<file path="config.mk">
export PLATFORM = sky130hd
export DESIGN_NAME = mac_unit
export DESIGN_NICKNAME = d
export VERILOG_FILES = /design/src/rtl/mac_pkg.sv /design/src/rtl/mac_mult.sv /design/src/rtl/mac_accum.sv /design/src/rtl/mac_hazard.sv /design/src/rtl/mac_unit.sv
export SDC_FILE = /design/constraint.sdc
export NUM_CORES = 1
export LEC_CHECK = 0
export ABC_CLOCK_PERIOD_IN_PS = 8800
export BUFFER_PORTS_ARGS = -buffer_cell sky130_fd_sc_hd__buf_4
export CELL_PAD_IN_SITES_DETAIL_PLACEMENT = 2
export CELL_PAD_IN_SITES_GLOBAL_PLACEMENT = 2
export CORE_MARGIN = 3
export CORE_UTILIZATION = 37
export CTS_CLUSTER_DIAMETER = 120
export DETAILED_ROUTE_END_ITERATION = 6
export PLACE_DENSITY = 0.79
export SLEW_MARGIN = 5
export SYNTH_ARGS = -nofsm -noshare
export SYNTH_HDL_FRONTEND = slang
export SYNTH_SLANG_ARGS = --single-unit
</file>
<file path="constraint.sdc">
create_clock -name clk -period 8.8 [get_ports clk]
set_input_delay 1.76 -clock clk [delete_from_list [all_inputs] [get_ports clk]]
set_output_delay 1.76 -clock clk [all_outputs]
set_load 0.1 [all_outputs]
</file>
<file path="src/rtl/mac_pkg.sv">
package mac_pkg;

  typedef enum logic {
    MAC_UNSIGNED = 1'b0,
    MAC_SIGNED   = 1'b1
  } mac_kind_e;

  typedef enum logic {
    SEL_HI = 1'b0,
    SEL_LO = 1'b1
  } acc_sel_e;

endpackage

</file>
<file path="src/rtl/mac_mult.sv">
module mac_mult #(
  parameter int OPND_W = 16,
  parameter int ACC_W  = 40,
  parameter int TAG_W  = 5
) (
  input  logic              clk,
  input  logic              rst,
  input  logic              in_valid,
  input  logic              in_kind,
  input  logic [OPND_W-1:0] in_a,
  input  logic [OPND_W-1:0] in_b,
  input  logic [TAG_W-1:0]  in_dst,
  output logic              s1_valid,
  output logic [ACC_W-1:0]  s1_prod,
  output logic [TAG_W-1:0]  s1_dst
);
  import mac_pkg::*;

  localparam int EXT_OP_W = OPND_W + 1;
  localparam int PROD_W   = 2 * EXT_OP_W;
  localparam int PAD_W    = ACC_W - PROD_W;

  logic                       sgn;
  logic signed [EXT_OP_W-1:0] ea;
  logic signed [EXT_OP_W-1:0] eb;
  logic signed [PROD_W-1:0]   p;
  logic [ACC_W-1:0]           p_ext;

  // One extra operand bit turns both kinds into a single signed multiply;
  // unsigned inputs get a zero there, so their product is never negative.
  always_comb begin
    sgn   = (in_kind == MAC_SIGNED);
    ea    = {sgn & in_a[OPND_W-1], in_a};
    eb    = {sgn & in_b[OPND_W-1], in_b};
    p     = ea * eb;
    p_ext = {{PAD_W{p[PROD_W-1]}}, p};
  end

  always_ff @(posedge clk) begin
    if (rst) begin
      s1_valid <= 1'b0;
      s1_prod  <= '0;
      s1_dst   <= '0;
    end else begin
      s1_valid <= in_valid;
      if (in_valid) begin
        s1_prod <= p_ext;
        s1_dst  <= in_dst;
      end
    end
  end

endmodule

</file>
<file path="src/rtl/mac_accum.sv">
module mac_accum #(
  parameter int DATA_W = 32,
  parameter int ACC_W  = 40,
  parameter int TAG_W  = 5
) (
  input  logic              clk,
  input  logic              rst,
  input  logic              s1_valid,
  input  logic [ACC_W-1:0]  s1_prod,
  input  logic [TAG_W-1:0]  s1_dst,
  input  logic              sw_wr_en,
  input  logic              sw_wr_sel,
  input  logic [DATA_W-1:0] sw_wr_data,
  output logic [DATA_W-1:0] hi_q,
  output logic [DATA_W-1:0] lo_q,
  output logic              wb_valid,
  output logic [TAG_W-1:0]  wb_dst,
  output logic [DATA_W-1:0] wb_data
);
  import mac_pkg::*;

  localparam int HI_W = ACC_W - DATA_W;

  logic [ACC_W-1:0] sum;

  // Reads the live registers: an update at the previous edge is already in
  // them, so back-to-back operations chain with no bypass path.
  always_comb sum = {hi_q[HI_W-1:0], lo_q} + s1_prod;

  always_ff @(posedge clk) begin
    if (rst) begin
      hi_q     <= '0;
      lo_q     <= '0;
      wb_valid <= 1'b0;
      wb_dst   <= '0;
      wb_data  <= '0;
    end else begin
      wb_valid <= s1_valid;
      if (s1_valid) begin
        lo_q             <= sum[DATA_W-1:0];
        hi_q[HI_W-1:0]   <= sum[ACC_W-1:DATA_W];
        wb_dst           <= s1_dst;
        wb_data          <= sum[DATA_W-1:0];
      end else if (sw_wr_en) begin
        if (sw_wr_sel == SEL_HI) hi_q <= sw_wr_data;
        else                     lo_q <= sw_wr_data;
      end
    end
  end

endmodule

</file>
<file path="src/rtl/mac_hazard.sv">
module mac_hazard #(
  parameter int TAG_W = 5
) (
  input  logic             s1_valid,
  input  logic [TAG_W-1:0] s1_dst,
  input  logic             dep_valid,
  input  logic [TAG_W-1:0] dep_rs1,
  input  logic [TAG_W-1:0] dep_rs2,
  output logic             stall
);
  logic hit1;
  logic hit2;

  always_comb begin
    hit1  = (dep_rs1 == s1_dst);
    hit2  = (dep_rs2 == s1_dst);
    stall = s1_valid & dep_valid & (hit1 | hit2);
  end

endmodule

</file>
<file path="src/rtl/mac_unit.sv">
module mac_unit #(
  parameter int DATA_W = 32,
  parameter int OPND_W = 16,
  parameter int ACC_W  = 40,
  parameter int TAG_W  = 5
) (
  input  logic              clk,
  input  logic              rst,
  input  logic              iss_valid,
  input  logic              iss_kind,
  input  logic [DATA_W-1:0] iss_src_a,
  input  logic [DATA_W-1:0] iss_src_b,
  input  logic [TAG_W-1:0]  iss_dst,
  input  logic              dep_valid,
  input  logic [TAG_W-1:0]  dep_rs1,
  input  logic [TAG_W-1:0]  dep_rs2,
  input  logic              sw_wr_en,
  input  logic              sw_wr_sel,
  input  logic [DATA_W-1:0] sw_wr_data,
  output logic [DATA_W-1:0] hi_o,
  output logic [DATA_W-1:0] acc_lo_o,
  output logic              wb_valid,
  output logic [TAG_W-1:0]  wb_dst,
  output logic [DATA_W-1:0] wb_data,
  output logic              stall
);

  logic              s1_valid;
  logic [ACC_W-1:0]  s1_prod;
  logic [TAG_W-1:0]  s1_dst;

  mac_mult #(.OPND_W(OPND_W), .ACC_W(ACC_W), .TAG_W(TAG_W)) mult_i (
    .clk      (clk),
    .rst      (rst),
    .in_valid (iss_valid),
    .in_kind  (iss_kind),
    .in_a     (iss_src_a[OPND_W-1:0]),
    .in_b     (iss_src_b[OPND_W-1:0]),
    .in_dst   (iss_dst),
    .s1_valid (s1_valid),
    .s1_prod  (s1_prod),
    .s1_dst   (s1_dst)
  );

  mac_accum #(.DATA_W(DATA_W), .ACC_W(ACC_W), .TAG_W(TAG_W)) accum_i (
    .clk        (clk),
    .rst        (rst),
    .s1_valid   (s1_valid),
    .s1_prod    (s1_prod),
    .s1_dst     (s1_dst),
    .sw_wr_en   (sw_wr_en),
    .sw_wr_sel  (sw_wr_sel),
    .sw_wr_data (sw_wr_data),
    .hi_q       (hi_o),
    .lo_q       (acc_lo_o),
    .wb_valid   (wb_valid),
    .wb_dst     (wb_dst),
    .wb_data    (wb_data)
  );

  mac_hazard #(.TAG_W(TAG_W)) hazard_i (
    .s1_valid  (s1_valid),
    .s1_dst    (s1_dst),
    .dep_valid (dep_valid),
    .dep_rs1   (dep_rs1),
    .dep_rs2   (dep_rs2),
    .stall     (stall)
  );

endmodule

</file>
==> summary.md <==
| Metric | Value |
|---|---|
| Max Slew Vio Count | 0 |
| Initial antenna violation count | 0 |
| Syn Area/Cell | 8.71 µm² |
| Critical Path Max Stage Delay | 740 ps |
| Finished Layout Cells | 2,927 |
| Setup bufs post-CTS | 0 |
| First-pass GRT wire length | 99,100 µm |
| Outcome | complete, no violations |
| Mapped Area | 18,600 µm² |
| CTS tree | yes |
| Row count | 81 |
| Filler cells | 5,498 |
| EDFF count, synth | 0 |
| Pwr Density | 446 nW/µm² |
| Total iterations of the first detailed-routing run | 5 |
| Slowest cell on crit path | fa_1 |
| CTS root buffer | clkbuf_16 |
| Vias in the first global route | 18.1k |
| Clock sink count | 142 |
| Max-slew headroom | 33.9% |
| Unrepaired setup endpoints after global routing | false |
| Tcrit/Tclk final | 90.5% |
| Worst setup margin | 833 ps |
| CTS Buf Count | 17 |
| Syn Inst Count | 2,133 |
| YS warnings | 0 |
| DRC violation count after routing | 0 |
| Max Cap Violations | 0 |
| Die Wd | 230 µm |
| Critical path startpoint category | input port |
| Final TNS setup | 0 ps |
| Worst hold-check path type | flip-flop to flip-flop |
| Placer Congestion | 0.887 |
| CTS Buffer Depth | 2 |
| Initial DRC Count | 558 |
| ANT nets after route | 0 |
| Die H | 230 µm |
| Worst Max-Slew Pin Slew | 992 ps |
| Die ar. | 52,900 µm² |
| Detailed placement HPWL | 50,600 µm |
| CTS H-tree lvls | 4 |
| Crit Path Category | input port to flip-flop |
| Final Hold Fails | 0 |
| Resized cells post-CTS | 0 |
| CP Cell Sequence | buf_4, and2_1, nand2_1, inv_1, fa_1, inv_1, fa_1, inv_1, fa_1, fa_1, fa_1, inv_1, fa_1, inv_1, ha_1, a21oi_1, nor2_1, o21a_1, o21ai_0, a21oi_1, a311oi_2, o21ai_1, nor4bb_1, or3_1 |
| Sequential share of the synthesized area | 15.3% |
| Initial Util | 37.7% |
| Power, Total | 9.45 mW |
| Wire length per cell | 21.0 µm |
| Total Routing Usage GR | 23.8% |
| Final core area utilization | 43.0% |
| DR vias/cell | 5.24 |
| Count of input and output buffers | 188 |
| Antenna cells | 0 |
| Prevailing post-synth register cell | dfxtp_1 |
| Placed Cells | 2,895 |
| Hold-fix buffers, CTS | 0 |
| Post-Syn Nets | 2,672 |
| Num ports | 221 |
| Critical path arrival | 8300 ps |
| Final Setup Violations | 0 |
| Yosys reg bits | 142 |
| Critical Path End Type | flip-flop |
| Pleak | 10.4 nW |
| Most frequent cell on the critical path | fa_1 |
| Area Overhead vs Synth | 14.0% |
| R2r worst-path depth | 11 |
| Clock Skews | 9.87 ps |
| Final wirelength | 61,500 µm |
| Tmin final | 7970 ps |
| Clock-pin slew on the worst setup and hold paths | 60 ps |
| Worst-skew pair later-pin latency | 450 ps |
| Max Fanout on Critical Path | 11 |
| Worst Path Required | 9130 ps |
| Pre-CTS setup slack | 372 ps |
| GRT overflow | 0 |
| Worst VDD drop | 493 µV |
| Worst hold stages | 2 |
| Post-synth ARST share | 0% |
| Final nets | 2,789 |
| Cell variety after synth | 72 |
| Fmax | 126 MHz |
| Vias | 15.3k |
| Layout cells sized above 1 | 11.3% |
| Core ar. | 49,300 µm² |
| Largest net degree at the start of global routing | 89 |
==> cell type report <==
cell class,instances,area [µm²],area share [%]
clock buffers,21,492,2.32
clock inverters,11,174,0.821
inverters,349,1310,6.19
multi-input cells,1543,14000,66.3
flip-flops and latches,142,2850,13.4
well taps,664,831,3.92
repair buffers,197,1480,6.98
==> placed cells by master, fill, tap and decap left out, types with 6 or more instances in the layout <==
cell type / n
a211oi_1: 31
xor2_1: 21
xnor2_1: 44
and3_1: 21
or3_1: 6
nand2b_1: 37
clkbuf_16: 18
a31oi_1: 14
a21oi_1: 119
o21a_1: 11
nand3_1: 43
and2_1: 129
ha_1: 124
mux2i_1: 45
nor2b_1: 12
nor3b_1: 7
buf_4: 197
o21bai_1: 8
nand4_1: 7
o21ai_1: 19
fa_1: 297
a21o_1: 54
inv_1: 349
dfxtp_1: 141
o211ai_1: 7
nor2_1: 92
nand2_1: 283
nor3_1: 16
o21ai_0: 25
==> sequential cells by signal, summed over array words and instances (netlist names) <==
name / count
mult_i.s1_prod: 34
accum_i.hi_q: 32
accum_i.lo_q: 32
accum_i.wb_data: 32
accum_i.wb_dst: 5
mult_i.s1_dst: 5
accum_i.wb_valid: 1
mult_i.s1_valid: 1
==> report_power, final <==
part | switching [mW] | internal (mW)
Combinational | 4.68 | 3.11
Clock | 0.312 | 0.516
Sequential | 0.0793 | 0.755
==> critical path: cells and delay by family <==
family          cells  cell delay [ps]
buf+inv             6              540
fa+ha+maj           7             3620
simple gates        5             1130
compound gates      6             1220
==> layer usage <==
layer	wire length (µm)	up-vias	GRT usage, %
li1	-	7002	-
met4	1780	0	6.98
met5	0	-	0
met3	1530	104	3.21
met2	33700	210	45.2
met1	24500	8011	27.6
==> worst paths after layout <==
path | startpoint | to | slack, ps
setup / recovery | iss_kind | mult_i.s1_prod[32] | 830
setup reg to reg | mult_i.s1_prod[0] | accum_i.hi_q[4] | 5270
hold / removal | accum_i.wb_data[31] | accum_i.wb_data[31] | 450
hold reg to reg | accum_i.wb_data[31] | accum_i.wb_data[31] | 450
==> synth_stat cells (21+ instances only) <==
cell,n,area share (%)
nor2_1,92,1.9
fa_1,297,32
inv_1,349,7.1
a21oi_1,119,3.2
a21o_1,54,2.2
a211oi_1,31,1.3
o21ai_0,25,0.67
ha_1,124,8.4
xnor2_1,44,2.1
and3_1,21,0.71
nand2_1,283,5.7
xor2_1,21,0.99
mux2i_1,45,2.4
dfxtp_1,142,15
nand2b_1,37,1.2
and2_1,129,4.3
nand3_1,43,1.2
clkbuf_1,76,1.5
==> through the flow <==
stage | area [µm²] | hold WS, ps
2_1_floorplan | 18600 | 446
3_3_place_gp | 20500 | 436
3_5_place_dp | 20500 | 449
4_1_cts | 21200 | 458
5_1_grt | 21200 | 473
6_report | 21200 | 451
==> kinds of logic (layout without fill, tap and decap cells) <==
logic type | after synthesis | in the layout | share of synthesized area [%]
AOI/OAI and AO/OA | 336 | 336 | 12.1
adders and majority gates | 421 | 421 | 40.4
buffers and inverters | 448 | 578 | 9.10
DFF | 142 | 142 | 15.3
xor gates and xnor gates | 65 | 65 | 3.06
muxes | 48 | 48 | 2.61
and+or+nand+nor | 673 | 673 | 17.5
No activity file was read; power rests on OpenSTA's default activity.
